--- src/rtl/mel_pkg.sv ---
package mel_pkg;

  typedef enum logic [1:0] {
    CLR_NONE = 2'd0,
    CLR_KEEP = 2'd1,
    CLR_ALL  = 2'd2
  } clr_cmd_e;

  function automatic clr_cmd_e decode_clear(input logic state_ok,
                                            input logic light,
                                            input logic full);
    if (!state_ok)  return CLR_NONE;
    else if (full)  return CLR_ALL;
    else if (light) return CLR_KEEP;
    else            return CLR_NONE;
  endfunction

endpackage

--- src/rtl/mel_clear_gate.sv ---
module mel_clear_gate
  import mel_pkg::*;
#(
  parameter int unsigned STATE_W = 4,
  parameter logic [STATE_W-1:0] ERRDONE_CODE = 7,
  parameter logic [STATE_W-1:0] PAUSE_CODE   = 2
)(
  input  logic [STATE_W-1:0] gen_state,
  input  logic               clr_pulse,
  input  logic               clr_all_pulse,
  output clr_cmd_e           clr_cmd
);

  logic state_ok;

  always_comb begin
    state_ok = (gen_state == ERRDONE_CODE) || (gen_state == PAUSE_CODE);
    clr_cmd  = decode_clear(state_ok, clr_pulse, clr_all_pulse);
  end

endmodule

--- src/rtl/mel_compare.sv ---
module mel_compare #(
  parameter int unsigned DATA_W = 64
)(
  input  logic              clk,
  input  logic              rst_n,
  input  logic              cmp_valid,
  input  logic [DATA_W-1:0] rd_data,
  input  logic [DATA_W-1:0] exp_data,
  output logic [DATA_W-1:0] mm_vec,
  output logic              mm_hit,
  output logic              strobe_q
);

  logic strobe_d;

  always_comb begin
    mm_vec   = cmp_valid ? (rd_data ^ exp_data) : '0;
    mm_hit   = |mm_vec;
    strobe_d = mm_hit;
  end

  always_ff @(posedge clk or negedge rst_n) begin
    if (!rst_n) strobe_q <= 1'b0;
    else        strobe_q <= strobe_d;
  end

  assert_strobe_on_hit_R7: assert property (@(posedge clk) disable iff (!rst_n)
    (cmp_valid && (rd_data != exp_data)) |=> strobe_q);

  assert_strobe_idle_R7: assert property (@(posedge clk) disable iff (!rst_n)
    (!cmp_valid || (rd_data == exp_data)) |=> !strobe_q);

endmodule

--- src/rtl/mel_first_capture.sv ---
module mel_first_capture
  import mel_pkg::*;
#(
  parameter int unsigned ADDR_W = 32,
  parameter int unsigned DATA_W = 64
)(
  input  logic              clk,
  input  logic              rst_n,
  input  clr_cmd_e          clr_cmd,
  input  logic              mm_hit,
  input  logic [ADDR_W-1:0] cmp_addr,
  input  logic [DATA_W-1:0] mm_vec,
  input  logic [DATA_W-1:0] exp_data,
  output logic              seen_q,
  output logic [ADDR_W-1:0] addr_q,
  output logic [DATA_W-1:0] bits_q,
  output logic [DATA_W-1:0] exp_q
);

  logic              seen_d;
  logic [ADDR_W-1:0] addr_d;
  logic [DATA_W-1:0] bits_d;
  logic [DATA_W-1:0] exp_d;
  logic              load_en;

  always_comb begin
    seen_d = seen_q;
    addr_d = addr_q;
    bits_d = bits_q;
    exp_d  = exp_q;
    if (clr_cmd != CLR_NONE) begin
      seen_d = 1'b0;
      addr_d = '0;
      bits_d = '0;
      exp_d  = '0;
    end
    if (mm_hit && !seen_d) begin
      seen_d = 1'b1;
      addr_d = cmp_addr;
      bits_d = mm_vec;
      exp_d  = exp_data;
    end
    load_en = (clr_cmd != CLR_NONE) || (mm_hit && !seen_q);
  end

  always_ff @(posedge clk or negedge rst_n) begin
    if (!rst_n) begin
      seen_q <= 1'b0;
      addr_q <= '0;
      bits_q <= '0;
      exp_q  <= '0;
    end else if (load_en) begin
      seen_q <= seen_d;
      addr_q <= addr_d;
      bits_q <= bits_d;
      exp_q  <= exp_d;
    end
  end

  assert_capture_first_R2: assert property (@(posedge clk) disable iff (!rst_n)
    (mm_hit && !seen_q) |=> (seen_q && addr_q == $past(cmp_addr) && bits_q == $past(mm_vec)));

  assert_capture_exp_R3: assert property (@(posedge clk) disable iff (!rst_n)
    (mm_hit && !seen_q) |=> (exp_q == $past(exp_data)));

  assert_hold_first_R4: assert property (@(posedge clk) disable iff (!rst_n)
    (seen_q && clr_cmd == CLR_NONE) |=> ($stable(addr_q) && $stable(bits_q) && $stable(exp_q)));

  assert_flag_sticks_R5: assert property (@(posedge clk) disable iff (!rst_n)
    (seen_q && clr_cmd == CLR_NONE) |=> seen_q);

  assert_clear_first_R8: assert property (@(posedge clk) disable iff (!rst_n)
    (clr_cmd != CLR_NONE && !mm_hit) |=> (!seen_q && addr_q == '0 && bits_q == '0 && exp_q == '0));

  assert_clear_relatch_R11: assert property (@(posedge clk) disable iff (!rst_n)
    (clr_cmd != CLR_NONE && mm_hit) |=> (seen_q && bits_q == $past(mm_vec) && addr_q == $past(cmp_addr)));

endmodule

--- src/rtl/mel_sticky.sv ---
module mel_sticky
  import mel_pkg::*;
#(
  parameter int unsigned DATA_W = 64
)(
  input  logic              clk,
  input  logic              rst_n,
  input  clr_cmd_e          clr_cmd,
  input  logic              mm_hit,
  input  logic [DATA_W-1:0] mm_vec,
  output logic [DATA_W-1:0] sticky_q
);

  logic [DATA_W-1:0] sticky_d;
  logic              full_clr;
  logic              load_en;

  always_comb begin
    full_clr = (clr_cmd == CLR_ALL);
    sticky_d = (full_clr ? '0 : sticky_q) | mm_vec;
    load_en  = full_clr || mm_hit;
  end

  always_ff @(posedge clk or negedge rst_n) begin
    if (!rst_n)       sticky_q <= '0;
    else if (load_en) sticky_q <= sticky_d;
  end

  assert_accumulate_R6: assert property (@(posedge clk) disable iff (!rst_n)
    (clr_cmd != CLR_ALL) |=> ((sticky_q & ($past(sticky_q) | $past(mm_vec))) == sticky_q
                              && (sticky_q & $past(sticky_q)) == $past(sticky_q)
                              && (sticky_q & $past(mm_vec)) == $past(mm_vec)));

  assert_full_clear_R9: assert property (@(posedge clk) disable iff (!rst_n)
    (clr_cmd == CLR_ALL) |=> (sticky_q == $past(mm_vec)));

endmodule

--- src/rtl/mem_err_logger.sv ---
module mem_err_logger
  import mel_pkg::*;
#(
  parameter int unsigned ADDR_W  = 32,
  parameter int unsigned DATA_W  = 64,
  parameter int unsigned STATE_W = 4,
  parameter logic [STATE_W-1:0] ERRDONE_CODE = 7,
  parameter logic [STATE_W-1:0] PAUSE_CODE   = 2
)(
  input  logic               clk,
  input  logic               rst_n,
  input  logic               cmp_valid,
  input  logic [ADDR_W-1:0]  cmp_addr,
  input  logic [DATA_W-1:0]  rd_data,
  input  logic [DATA_W-1:0]  exp_data,
  input  logic [STATE_W-1:0] gen_state,
  input  logic               clr_pulse,
  input  logic               clr_all_pulse,
  output logic               err_seen,
  output logic [ADDR_W-1:0]  first_addr,
  output logic [DATA_W-1:0]  first_bits,
  output logic [DATA_W-1:0]  first_exp,
  output logic [DATA_W-1:0]  sticky_bits,
  output logic               mm_strobe
);

  clr_cmd_e          clr_cmd;
  logic [DATA_W-1:0] mm_vec;
  logic              mm_hit;

  mel_clear_gate #(
    .STATE_W(STATE_W), .ERRDONE_CODE(ERRDONE_CODE), .PAUSE_CODE(PAUSE_CODE)
  ) u_gate (
    .gen_state(gen_state), .clr_pulse(clr_pulse),
    .clr_all_pulse(clr_all_pulse), .clr_cmd(clr_cmd)
  );

  mel_compare #(.DATA_W(DATA_W)) u_cmp (
    .clk(clk), .rst_n(rst_n), .cmp_valid(cmp_valid), .rd_data(rd_data),
    .exp_data(exp_data), .mm_vec(mm_vec), .mm_hit(mm_hit), .strobe_q(mm_strobe)
  );

  mel_first_capture #(.ADDR_W(ADDR_W), .DATA_W(DATA_W)) u_first (
    .clk(clk), .rst_n(rst_n), .clr_cmd(clr_cmd), .mm_hit(mm_hit),
    .cmp_addr(cmp_addr), .mm_vec(mm_vec), .exp_data(exp_data),
    .seen_q(err_seen), .addr_q(first_addr), .bits_q(first_bits), .exp_q(first_exp)
  );

  mel_sticky #(.DATA_W(DATA_W)) u_sticky (
    .clk(clk), .rst_n(rst_n), .clr_cmd(clr_cmd), .mm_hit(mm_hit),
    .mm_vec(mm_vec), .sticky_q(sticky_bits)
  );

  assert_refused_clear_R10: assert property (@(posedge clk) disable iff (!rst_n)
    (err_seen && gen_state != ERRDONE_CODE && gen_state != PAUSE_CODE)
      |=> (err_seen && $stable(first_addr) && $stable(first_bits)));

  assert_idle_compare_R1: assert property (@(posedge clk) disable iff (!rst_n)
    (!cmp_valid && !clr_pulse && !clr_all_pulse)
      |=> ($stable(sticky_bits) && $stable(err_seen) && !mm_strobe));

  assert_reset_zero_R12: assert property (@(posedge clk)
    !rst_n |-> (!err_seen && sticky_bits == '0 && !mm_strobe));

endmodule

--- config.mk ---
export PLATFORM = sky130hd
export DESIGN_NAME = mem_err_logger
export DESIGN_NICKNAME = d
export VERILOG_FILES = /design/src/rtl/mel_pkg.sv /design/src/rtl/mel_clear_gate.sv /design/src/rtl/mel_compare.sv /design/src/rtl/mel_first_capture.sv /design/src/rtl/mel_sticky.sv /design/src/rtl/mem_err_logger.sv
export SDC_FILE = /design/constraint.sdc
export NUM_CORES = 1
export LEC_CHECK = 0
export ABC_AREA = 1
export BUFFER_PORTS_ARGS = -buffer_cell sky130_fd_sc_hd__buf_2
export CELL_PAD_IN_SITES_DETAIL_PLACEMENT = 2
export CELL_PAD_IN_SITES_GLOBAL_PLACEMENT = 2
export CORE_ASPECT_RATIO = 1.25
export CORE_MARGIN = 3
export CORE_UTILIZATION = 25
export CTS_BUF_LIST = sky130_fd_sc_hd__clkbuf_8 sky130_fd_sc_hd__clkbuf_16
export DETAILED_ROUTE_END_ITERATION = 16
export GPL_TIMING_DRIVEN = 0
export PLACE_DENSITY_LB_ADDON = 0.05
export SLEW_MARGIN = 20
export SYNTH_ARGS = -nofsm -noshare
export SYNTH_HDL_FRONTEND = slang
export SYNTH_SLANG_ARGS = --single-unit
--- constraint.sdc ---
create_clock -name clk -period 2.1 [get_ports clk]
set_input_delay 0.21 -clock clk [delete_from_list [all_inputs] [get_ports clk]]
set_output_delay 0.21 -clock clk [all_outputs]
set_load 0.01 [all_outputs]
* Word-level counts from Yosys, hierarchy flattened
Cells that the tools add are included.
Cells by class: add/subtract/negate cells 0, $mul 0, div/mod/pow operators 0, $lt $le $gt $ge 0, equal/unequal tests 3, shift-type cells 0, muxes and demuxes 12, bitwise logic cells 2, reductions and logical operators 11
Operator list (count):
- 64-bit 2-to-1 mux | 5
- 32-bit 2-to-1 mux | 2
- 64-bit bitwise OR | 1
- 64-bit OR reduction | 1
- 64-bit bitwise XOR | 1
- 4-bit by 2-bit equality test with 1-bit output, second input constant | 1
- 4-bit by 3-bit equality test with 1-bit output, second input constant | 1
- 2-bit 2-to-1 mux | 2
- 2-bit nonzero test | 2
- 1-bit logical OR | 3
- 1-bit 2-to-1 mux | 3
- 2-bit equality test, second input constant | 1
- 1-bit logical AND | 2
- 1-bit zero test | 2
- 2-bit AND reduction | 1
Storage, ports and cells: bits in registers 226, bits in latches 0, bits in writable memories 0, memory bits (read-only) 0, input port bits 169, output and inout port bits 226, logic and storage cells 34, memories kept 0

* Logic depth before layout (Yosys ltp)
Gate-level depths: netlist of run 1.
depth after elaboration 9, mapped depth 15, depth with buffers taken out 12

* Modules after synthesis
Synthesis of run 1 repeated with hierarchy kept, for this count alone.
Unflattened totals: cells, all modules 1327, area total of the unflattened synthesis 10402.5 µm²
Modules (own cells, without submodules):
- mel_first_capture | instances 1, cells an instance 716, area an instance 6575.1 µm², sequential area each 4028.9 µm²
- mel_sticky | instances 1, cells an instance 273, area an instance 2471.1 µm², sequential area each 1601.5 µm²
- mel_compare | instances 1, cells an instance 327, area an instance 1301.2 µm², sequential area each 25.0 µm²
- mel_clear_gate | instances 1, cells an instance 11, area an instance 55.1 µm², sequential area each 0.0 µm²

* Least setup slack after synthesis of run 1
No wires, ideal clock.
path type input to register, start in cmp_valid, end reg u_first.addr_q[29], setup time 0.118 ns, arrival time 1.597 ns, required time 1.982 ns, path slack 0.385 ns, cell stages on the path 14, path buffers 4, cells stage by stage buf_4 -> buf_2 -> nand2_1 -> nor2_1 -> nor2_1 -> nand2_1 -> nor2_1 -> nand2_1 -> nor2_1 -> nand2_2 -> buf_2 -> buf_2 -> nand3_1 -> nand2_1
On the way: word-level cells in the longest chain between the ends 5, elaborated cells between the ends (all ways) 8, classes of those cells 2 x mux; 6 x reduce/logical
Ends and longest elaborated chain:
- from (decl) | RTL line mem_err_logger.sv:12 | input logic cmp_valid,
- 64-bit 2-to-1 mux (*) | RTL line mel_compare.sv:17 | mm_vec = cmp_valid ? (rd_data ^ exp_data) : '0;
- 64-bit OR reduction (*) | RTL line mel_compare.sv:18 | mm_hit = |mm_vec;
- 1-bit logical AND, on equally long branches | RTL line mel_first_capture.sv:37, mel_first_capture.sv:43
- 2-bit nonzero test (no line) or 1-bit logical OR (tied branches)
- 2-bit AND reduction (no line)
- to (signal assigned) | RTL line mel_first_capture.sv:54 | addr_q <= addr_d;
- to (decl) | RTL line mel_first_capture.sv:15 | output logic [ADDR_W-1:0] addr_q,
Every way passes the cells marked *; elsewhere a longest branch is shown, timed or not. A chain may end at the register's enable or synchronous reset.

* Worst setup path in the final report of run 1
start in rd_data[24], end reg u_first.exp_q[2]
On the way: word-level cells in the longest chain between the ends 6, elaborated cells between the ends (all ways) 9, classes of those cells 2 x mux; 1 x bitwise; 6 x reduce/logical
Ends and longest elaborated chain:
- from (decl) | RTL line mem_err_logger.sv:14 | input logic [DATA_W-1:0] rd_data,
- 64-bit bitwise XOR (*) | RTL line mel_compare.sv:17
- 64-bit 2-to-1 mux (*) | RTL line mel_compare.sv:17
- 64-bit OR reduction (*) | RTL line mel_compare.sv:18
- 1-bit logical AND, on equally long branches | RTL line mel_first_capture.sv:37, mel_first_capture.sv:43
- 2-bit nonzero test (no line) or 1-bit logical OR (tied branches)
- 2-bit AND reduction (no line)
- to (signal assigned) | RTL line mel_first_capture.sv:56 | exp_q <= exp_d;
- to (decl) | RTL line mel_first_capture.sv:17 | output logic [DATA_W-1:0] exp_q
Marks and branches as above.

==> flow_metrics.env, run 1 <==
export IMPL_outcome="completed"
export IMPL_crit_start="rd_data[24]"
export IMPL_yosysUniqueCellTypes=20
export IMPL_fin_crit_sh_pct=92.1
export IMPL_synthXorXnorAreaFrac_pct=0
export IMPL_synth_fa_ha_area_share_pct=0
export IMPL_drc=0
export IMPL_dp_hpwl_um=35900
export IMPL_skew_ns=0.00859
export IMPL_std_cell_rows=82
export IMPL_synth_warnings=0
export IMPL_worstSkewPairLatency_ns=0.55
export IMPL_r2r_start="u_first.seen_q"
export IMPL_numCtsBuffers=27
export IMPL_worst_pin_slew_ns=0.749
export IMPL_layout_commonest_cell="buf_2"
export IMPL_via_per_inst=4.71
export IMPL_syn_inst=1246
export IMPL_synth_mux_area_share_pct=0
export IMPL_placedCellCount=2188
export IMPL_drtIter0Drc=374
export IMPL_die_w_um=187
export IMPL_first_global_vias=13000
export IMPL_vdd_drop_max_uv=555
export IMPL_coreArea_mm2=0.0402
export IMPL_max_freq_mhz=517
export IMPL_first_pass_iters=4
export IMPL_worstSetupEndpointType="flip-flop"
export IMPL_slew_viol_final=0
export IMPL_setup_viol=0
export IMPL_grt_util_met3_pct=5.33
export IMPL_r2r_end="u_first.exp_q[36]"
export IMPL_setup_tns_ns=0
export IMPL_clockBufferDepth=3
export IMPL_worstSetupPathType="input pin to flip-flop"
export IMPL_r2r_cells=5
export IMPL_antenna_found_initial=8
export IMPL_drive_gt1_share_pct=26.3
export IMPL_synth_compound_area_share_pct=3.93
export IMPL_path_clk_slew_ns=0.06
export IMPL_rrSetupSlack_ns=0.47
export IMPL_initial_core_util_pct=25.3
export IMPL_grt_busiest_layer="met2"
export IMPL_required_ns=2.59
export IMPL_timing_final_crit_period_ns=1.93
export IMPL_hold_path_class="input pin to flip-flop"
export IMPL_globalRouteOverflowTotal=0
export IMPL_rsz0062_at_grt="no"
export IMPL_yosys_register_bits=226
export IMPL_syn_to_final_growth_pct=56.5
export IMPL_final_cell_mix="buf_2 (412), nand3_1 (320), nand2_1 (308)"
export IMPL_clockRootBuffer="clkbuf_16"
export IMPL_endpoint="u_first.exp_q[2]"
export IMPL_arrival_ns=2.42
export IMPL_mappedNetlistNets=1415
export IMPL_avgSynthCellArea_um2=8.18
export IMPL_worstPathMaxFanout=10
export IMPL_ios=395
export IMPL_grt_use_met2_pct=43.3
export IMPL_nNetsFinal=2044
export IMPL_finalNonFillerCells=2444
export IMPL_die_y_um=232
export IMPL_antenna_left=0
export IMPL_synth_top_family_by_area="simple AND/OR/NAND/NOR gates"
export IMPL_htree_num_levels=1
export IMPL_grt_use_total_pct=23.1
export IMPL_fp_dieArea_mm2=0.0432
export IMPL_cts_num_sinks=226
export IMPL_maxCapViolCount=0
export IMPL_cts_tree="done"
export IMPL_maxSlewHeadroom_pct=50.0
export IMPL_grt_pass1_wl_um=77600
export IMPL_io_buffers=393
export IMPL_met1_usage_pct=26.3
export IMPL_vias=11500
export IMPL_finalHoldViolations=0
export IMPL_globalplace_congestion=0.754
export IMPL_syn_area_mm2=0.0102
export IMPL_avgRoutedWirePerCell_um=20.8
export IMPL_final_core_util_pct=39.6
export IMPL_yosys_area_share_simple_pct=33.8
export IMPL_power_per_cell_area_mw_per_mm2=1080
export IMPL_cp_start_kind="input pin"
export IMPL_grt_max_degree=65
export IMPL_ys_seq_area_share_pct=55.5
export IMPL_p_leak_nw=8.66
export IMPL_wl_um=50900
-- synth_stat cells --
cell type | count | area (um2)
and2_1 | 1 | 6.26
buf_1 | 12 | 45.0
buf_2 | 24 | 120
buf_4 | 1 | 7.51
buf_6 | 10 | 113
clkbuf_1 | 35 | 131
dfrtp_1 | 226 | 5660
inv_1 | 73 | 274
nand2_1 | 308 | 1160
nand2_2 | 2 | 12.5
nand2_4 | 1 | 11.3
nand3_1 | 320 | 1600
nand3b_1 | 4 | 30.0
nand4_1 | 1 | 6.26
nor2_1 | 161 | 604
nor4_1 | 1 | 6.26
o21ai_0 | 4 | 20.0
o21ai_1 | 1 | 5.00
o22ai_1 | 60 | 375
or2_2 | 1 | 6.26
-- routing by layer --
layer / wire length [um] / vias up
met1: 20100 / 5772
met2: 26400 / 300
li1: - / 5363
met5: 40 / -
met4: 1410 / 6
met3: 2980 / 72
-- how the worst min path moves through the flow --
stage | depth (start not counted) | endpoint | slack (ns) | start
2_1_floorplan | 0 | u_cmp.strobe_q | -0.09 | rst_n
3_3_place_gp | 3 | u_first.addr_q[29] | 0.44 | cmp_addr[29]
3_5_place_dp | 1 | u_sticky.sticky_q[1] | 0.16 | rst_n
4_1_cts | 3 | u_sticky.sticky_q[36] | 0.003 | exp_data[36]
5_1_grt | 3 | u_sticky.sticky_q[24] | 0.02 | rd_data[24]
6_report | 3 | u_sticky.sticky_q[32] | 0.02 | rd_data[32]
-- metrics by stage --
step | setup slack, ns | total power [W] | hold slack (ns) | cell area [um2]
global placement | -3.93 | 0.0121 | 0.444 | 12800
CTS | 0.0201 | 0.0175 | 0.00299 | 15900
global route | 0.0111 | 0.0184 | 0.0166 | 15900
finish | 0.165 | 0.0173 | 0.0183 | 15900
floorplan | 0.385 | 0.00926 | -0.0856 | 10200
detailed placement | -0.949 | 0.0123 | 0.157 | 12900
-- critical path, stage by stage --
cell,delay [ns]
buf_2,0.09
dlygate4sd3_1,0.53
nand2_1,0.05
nand2_1,0.06
nor2_1,0.06
nor2_1,0.11
nand2_1,0.08
nor2_1,0.11
nand2_1,0.06
nor2_1,0.18
nand2_4,0.16
nand2_8,0.15
buf_8,0.19
buf_6,0.18
nand3_1,0.10
nand2_1,0.09
-- cells by family (layout without fill, tap and decap cells) --
| group | after synthesis | count (layout) |
|---|---|---|
| and+or+nand+nor | 800 | 800 |
| DFF | 226 | 226 |
| buffers and inverters | 155 | 802 |
| AOI/OAI and AO/OA | 65 | 65 |
| other | 0 | 5 |
-- area by class of cell --
type                       instances  area [um2]
sequential                       226        5660
fill                            4748       24300
clock inverter                     9        62.6
multi-input combinational        865        3870
antenna                            5        12.5
clock buffer                      38         827
timing repair buffer             602        4110
tap                              546         683
inverter                          73         274
buffer                            80         449
-- timing repair --
action,CTS,global route
cloned,0,0
endpoints found under the hold margin,257,0
resized for setup,11,22
pin swaps,0,1
endpoints found under the setup margin,162,170
hold buffers,203,0
setup buffers,0,3
-- report_power, final --
part | internal [W] | switching [W] | total, W
clock network | 0.00282 | 0.00195 | 0.00478
registers | 0.00573 | 0.000759 | 0.00649
logic | 0.00235 | 0.00365 | 0.00600
-- flip-flops by register name, indices dropped and copies added (netlist names) --
register           flops
u_first.bits_q        64
u_first.exp_q         64
u_sticky.sticky_q     64
u_first.addr_q        32
u_cmp.strobe_q         1
u_first.seen_q         1
(Power assumes the default switching activity.)
==> inputs of run 2 (changes only) <==
--- a/config.mk
+++ b/config.mk
@@ -14,7 +14,6 @@
 export CORE_UTILIZATION = 25
 export CTS_BUF_LIST = sky130_fd_sc_hd__clkbuf_8 sky130_fd_sc_hd__clkbuf_16
 export DETAILED_ROUTE_END_ITERATION = 16
-export GPL_TIMING_DRIVEN = 0
 export PLACE_DENSITY_LB_ADDON = 0.05
 export SLEW_MARGIN = 20
 export SYNTH_ARGS = -nofsm -noshare
==> flow_metrics.env, run 2 (synthesis results as in run 1) <==
export IMPL_initial_core_util_pct=25.3
export IMPL_seq_area_mm2=0.00566
export IMPL_grt_pass1_wl_um=75000
export IMPL_antenna_found_initial=0
export IMPL_skew_ns=0.00760
export IMPL_rsz0062_at_grt="yes"
export IMPL_dp_hpwl_um=32500
export IMPL_clockRootBuffer="clkbuf_16"
export IMPL_globalRouteOverflowTotal=0
export IMPL_io_buffers=394
export IMPL_grt_util_met3_pct=4.73
export IMPL_grt_use_total_pct=21.7
export IMPL_grt_use_met2_pct=40.3
export IMPL_drc=0
export IMPL_maxSlewHeadroom_pct=69.9
export IMPL_required_ns=2.54
export IMPL_worstSetupEndpointType="flip-flop"
export IMPL_hold_path_depth=3
export IMPL_coreArea_mm2=0.0402
export IMPL_worstPathMaxFanout=31
export IMPL_wl_um=48500
export IMPL_fp_dieArea_mm2=0.0432
export IMPL_setup_viol=0
export IMPL_hold_end="u_sticky.sticky_q[4]"
export IMPL_syn_to_final_growth_pct=59.0
export IMPL_r2r_end="u_first.bits_q[33]"
export IMPL_via_per_inst=4.70
export IMPL_die_y_um=232
export IMPL_r2r_cells=6
export IMPL_avgRoutedWirePerCell_um=20.1
export IMPL_dp_slack_ns=-0.278
export IMPL_largest_registers="u_first.bits_q x64, u_first.exp_q x64, u_sticky.sticky_q x64"
export IMPL_maxCapViolCount=0
export IMPL_fin_crit_sh_pct=94.3
export IMPL_cp_start_kind="input pin"
export IMPL_diodes=0
export IMPL_multi_input_area_mm2=0.00407
export IMPL_vdd_drop_max_uv=584
export IMPL_first_global_vias=12700
export IMPL_postLayoutCellArea_mm2=0.0162
export IMPL_timing_final_crit_period_ns=1.98
export IMPL_worstSkewPairLatency_ns=0.55
export IMPL_die_w_um=187
export IMPL_setup_tns_ns=0
export IMPL_grt_max_degree=82
export IMPL_power_w=0.0176
export IMPL_finalHoldViolations=0
export IMPL_globalplace_congestion=0.762
export IMPL_nFillCells=4591
export IMPL_min_from="rd_data[4]"
export IMPL_worstSetupPathType="input pin to flip-flop"
export IMPL_vias=11300
export IMPL_worst_pin_slew_ns=0.452
export IMPL_fin_ws_ns=0.119
export IMPL_hold_path_class="input pin to flip-flop"
export IMPL_cts_num_sinks=226
export IMPL_drtIter0Drc=359
export IMPL_arrival_ns=2.42
export IMPL_path_cells="dlygate4sd3_1 -> buf_2 -> nor2_1 -> nor2_1 -> nor2_2 -> nand2_2 -> nor2_4 -> nand2_1 -> nor2_2 -> buf_6 -> nand2_8 -> buf_4 -> buf_12 -> nand3_1 -> nand2_1"
export IMPL_nNetsFinal=2009
export IMPL_max_freq_mhz=505
export IMPL_first_pass_iters=4
export IMPL_crit_buf_inv=5
export IMPL_p_leak_nw=8.80
export IMPL_std_cell_rows=82
export IMPL_power_per_cell_area_mw_per_mm2=1090
export IMPL_path_clk_slew_ns=0.06
export IMPL_grt_busiest_layer="met2"
export IMPL_critPathSlowestCell="dlygate4sd3_1"
export IMPL_htree_num_levels=1
export IMPL_numCtsBuffers=28
export IMPL_final_cell_mix="buf_2 (386), nand3_1 (318), nand2_1 (302)"
export IMPL_cts_tree="done"
export IMPL_met1_usage_pct=25.4
export IMPL_antenna_left=0
export IMPL_drive_gt1_share_pct=32.4
export IMPL_r2r_start="u_first.seen_q"
export IMPL_rrSetupSlack_ns=0.70
export IMPL_outcome="completed"
export IMPL_layout_commonest_cell="buf_2"
export IMPL_ios=395
export IMPL_clockBufferDepth=3
export IMPL_crit_family="buffers and inverters"
export IMPL_dpl_instance_area_mm2=0.0136
export IMPL_slowest_delay_ns=0.55
export IMPL_slew_viol_final=0
-- run 2: what timing repair did --
| action | CTS | global route |
|---|---|---|
| hold buffers | 141 | 0 |
| setup buffers | 0 | 3 |
| gates resized for setup | 0 | 71 |
| endpoints found under the hold margin | 324 | 0 |
| endpoints found under the setup margin | 0 | 159 |
-- run 2: worst min-delay path: stages --
cell,delay (ns)
buf_2,0.10
nor2_2,0.05
o22ai_1,0.16
-- run 2: final cells by class --
type,count,area share [%]
flip-flops and latches,226,34.9
repair buffers,645,28.4
multi-input cells,866,25.1
clock buffers,35,4.99
well taps,546,4.22
inverters,73,1.69
clock inverters,14,0.665
-- run 2: how the worst max path moves through the flow --
stage / cells past startpoint / end / slack [ns] / startpoint
3_5_place_dp: 15 / u_first.addr_q[11] / -0.28 / cmp_valid
4_1_cts: 15 / u_first.exp_q[2] / 0.02 / rd_data[35]
2_1_floorplan: 14 / u_first.addr_q[29] / 0.38 / cmp_valid
3_3_place_gp: 15 / u_first.addr_q[16] / -0.20 / cmp_valid
6_report: 15 / u_first.exp_q[23] / 0.12 / exp_data[0]
5_1_grt: 15 / u_first.exp_q[2] / -0.008 / rd_data[15]
-- run 2: power by group --
part	switching, W	internal [W]	leakage [nW]
Combinational	0.00366	0.00248	5.63
Sequential	0.000807	0.00573	2.69
Clock	0.00199	0.00292	0.490
-- run 2: metrics by stage --
| stage | hold slack, ns | std cells | util (%) |
|---|---|---|---|
| floorplan | -0.0856 | 1246 | - |
| global placement | 0.121 | 2211 | 33.8 |
| detailed placement | 0.121 | 2211 | 33.8 |
| CTS | 0.000628 | 2401 | 39.6 |
| global route | 0.00400 | 2405 | 40.3 |
| finish | 0.0164 | 2405 | 40.3 |
-- run 2: per-layer routing --
layer / wire (um) / up-vias
met5: 0 / -
met3: 2830 / 56
met1: 19600 / 5669
met2: 24900 / 308
li1: - / 5267
met4: 1120 / 0
==> inputs of run 3 (changes only) <==
--- a/config.mk
+++ b/config.mk
@@ -9,7 +9,7 @@
 export BUFFER_PORTS_ARGS = -buffer_cell sky130_fd_sc_hd__buf_2
 export CELL_PAD_IN_SITES_DETAIL_PLACEMENT = 2
 export CELL_PAD_IN_SITES_GLOBAL_PLACEMENT = 2
-export CORE_ASPECT_RATIO = 1.25
+export CORE_ASPECT_RATIO = 1.1
 export CORE_MARGIN = 3
 export CORE_UTILIZATION = 25
 export CTS_BUF_LIST = sky130_fd_sc_hd__clkbuf_8 sky130_fd_sc_hd__clkbuf_16
==> flow_metrics.env, run 3 (synthesis results as in run 1) <==
export IMPL_grt_use_total_pct=21.9
export IMPL_cp_common_cell="nor2_1"
export IMPL_die_w_um=198
export IMPL_layout_commonest_cell="buf_2"
export IMPL_arrival_ns=2.53
export IMPL_skew_ns=0.0130
export IMPL_drive_gt1_share_pct=33.7
export IMPL_final_cell_mix="buf_2 (365), nand3_1 (317), nand2_1 (301)"
export IMPL_maxSlewHeadroom_pct=57.5
export IMPL_crit_family="simple AND/OR/NAND/NOR gates"
export IMPL_globalRouteOverflowTotal=0
export IMPL_std_cell_rows=76
export IMPL_timing_final_crit_period_ns=2.03
export IMPL_cts_num_sinks=226
export IMPL_antenna_left=0
export IMPL_coreArea_mm2=0.0397
export IMPL_setup_viol=0
export IMPL_placedCellCount=2172
export IMPL_fin_crit_sh_pct=96.7
export IMPL_vdd_drop_max_uv=624
export IMPL_dp_slack_ns=-0.338
export IMPL_nNetsFinal=2037
export IMPL_rrSetupSlack_ns=0.67
export IMPL_first_pass_iters=4
export IMPL_die_y_um=218
export IMPL_p_leak_nw=9.10
export IMPL_cts_tree="done"
export IMPL_crit_buf_inv=4
export IMPL_path_clk_slew_ns=0.05
export IMPL_hold_path_class="input pin to flip-flop"
export IMPL_grt_max_degree=108
export IMPL_grt_pass1_wl_um=74700
export IMPL_ios=395
export IMPL_cts_setup_buffers=0
export IMPL_final_core_util_pct=42.3
export IMPL_slowest_delay_ns=0.55
export IMPL_max_freq_mhz=492
export IMPL_avgRoutedWirePerCell_um=22.1
export IMPL_fp_dieArea_mm2=0.0432
export IMPL_power_w=0.0181
export IMPL_power_per_cell_area_mw_per_mm2=1080
export IMPL_syn_to_final_growth_pct=64.5
export IMPL_largest_registers="u_first.bits_q x64, u_first.exp_q x64, u_sticky.sticky_q x64"
export IMPL_vias=11600
export IMPL_critPathSlowestCell="dlygate4sd3_1"
export IMPL_clockRootBuffer="clkbuf_16"
export IMPL_fin_ws_ns=0.0688
export IMPL_first_global_vias=12800
export IMPL_required_ns=2.59
export IMPL_via_per_inst=4.82
export IMPL_clockBufferDepth=3
export IMPL_worstPathMaxFanout=7
export IMPL_worstSetupEndpointType="flip-flop"
export IMPL_finalHoldViolations=0
export IMPL_io_buffers=394
export IMPL_slew_viol_final=0
export IMPL_finalNonFillerCells=2401
export IMPL_path_cells="dlygate4sd3_1 -> buf_2 -> nor2_1 -> nor2_1 -> nor2_1 -> nand2_1 -> nor2_2 -> nand2_1 -> nor2_1 -> buf_4 -> nand2_8 -> nand2_8 -> clkbuf_16 -> nand3_1 -> nand2_1"
export IMPL_antenna_found_initial=3
export IMPL_worstSetupPathType="input pin to flip-flop"
export IMPL_dp_hpwl_um=32800
export IMPL_drc=0
export IMPL_htree_num_levels=1
export IMPL_maxCapViolCount=0
export IMPL_cp_start_kind="input pin"
export IMPL_globalplace_congestion=0.765
export IMPL_drtIter0Drc=426
export IMPL_numCtsBuffers=29
export IMPL_outcome="completed"
export IMPL_wl_um=53000
export IMPL_initial_core_util_pct=25.7
export IMPL_worst_pin_slew_ns=0.638
export IMPL_worstSkewPairLatency_ns=0.57
export IMPL_setup_tns_ns=0
run 3: worst paths after layout:
| kind | end | depth (start not counted) | startpoint |
|---|---|---|---|
| setup / recovery | u_first.exp_q[6] | 15 | rd_data[23] |
| hold / removal | u_sticky.sticky_q[17] | 3 | exp_data[17] |
| hold reg to reg | u_first.addr_q[1] | 2 | u_first.addr_q[1] |
| max in group asynchronous | u_first.exp_q[45] | 3 | rst_n |
| min in group asynchronous | u_first.exp_q[58] | 2 | rst_n |
| setup reg to reg | u_first.exp_q[61] | 4 | u_first.seen_q |
run 3: cell type report:
type	count	area, um2
fillers	4390	22900
flip-flops and latches	226	5660
repair buffers	669	5010
multi-input cells	869	4220
clock buffers	38	850
well taps	507	634
inverters	73	274
clock inverters	16	98.8
diodes	3	7.51
run 3: routing by layer:
layer | vias up | share of wire [%] | track usage (%)
met5 | - | 0.013 | 0
met4 | 2 | 2.0 | 4.78
met3 | 57 | 6.3 | 5.55
met2 | 291 | 50 | 38.9
met1 | 5873 | 41 | 26.8
li1 | 5356 | - | -
run 3: where the power goes:
group          switching [W]  total [W]  leakage [nW]  internal (W)
Combinational        0.00395    0.00667          5.91       0.00272
Clock                0.00202    0.00495         0.506       0.00293
Sequential          0.000788    0.00652          2.69       0.00573
Total                0.00676     0.0181          9.10        0.0114
run 3: repair_timing:
action,4_1_cts,5_1_grt
gates resized for setup,0,134
hold buffers,158,1
hold endpoints to repair,202,1
setup endpoints to repair,0,160
run 3: per-stage QoR:
stage | instance area, um2 | hold slack (ns)
global placement | 13400 | 0.191
global route | 16800 | 0.0115
detailed placement | 13400 | 0.186
finish | 16800 | 0.0203
floorplan | 10200 | -0.0856
CTS | 16000 | 0.0000123
run 3: worst register-to-register path: stages (launching register included):
cell and delay [ns]:
dfrtp_1 0.43, nand2_8 0.24, buf_12 0.35, nand3_1 0.24
nand2_1 0.11
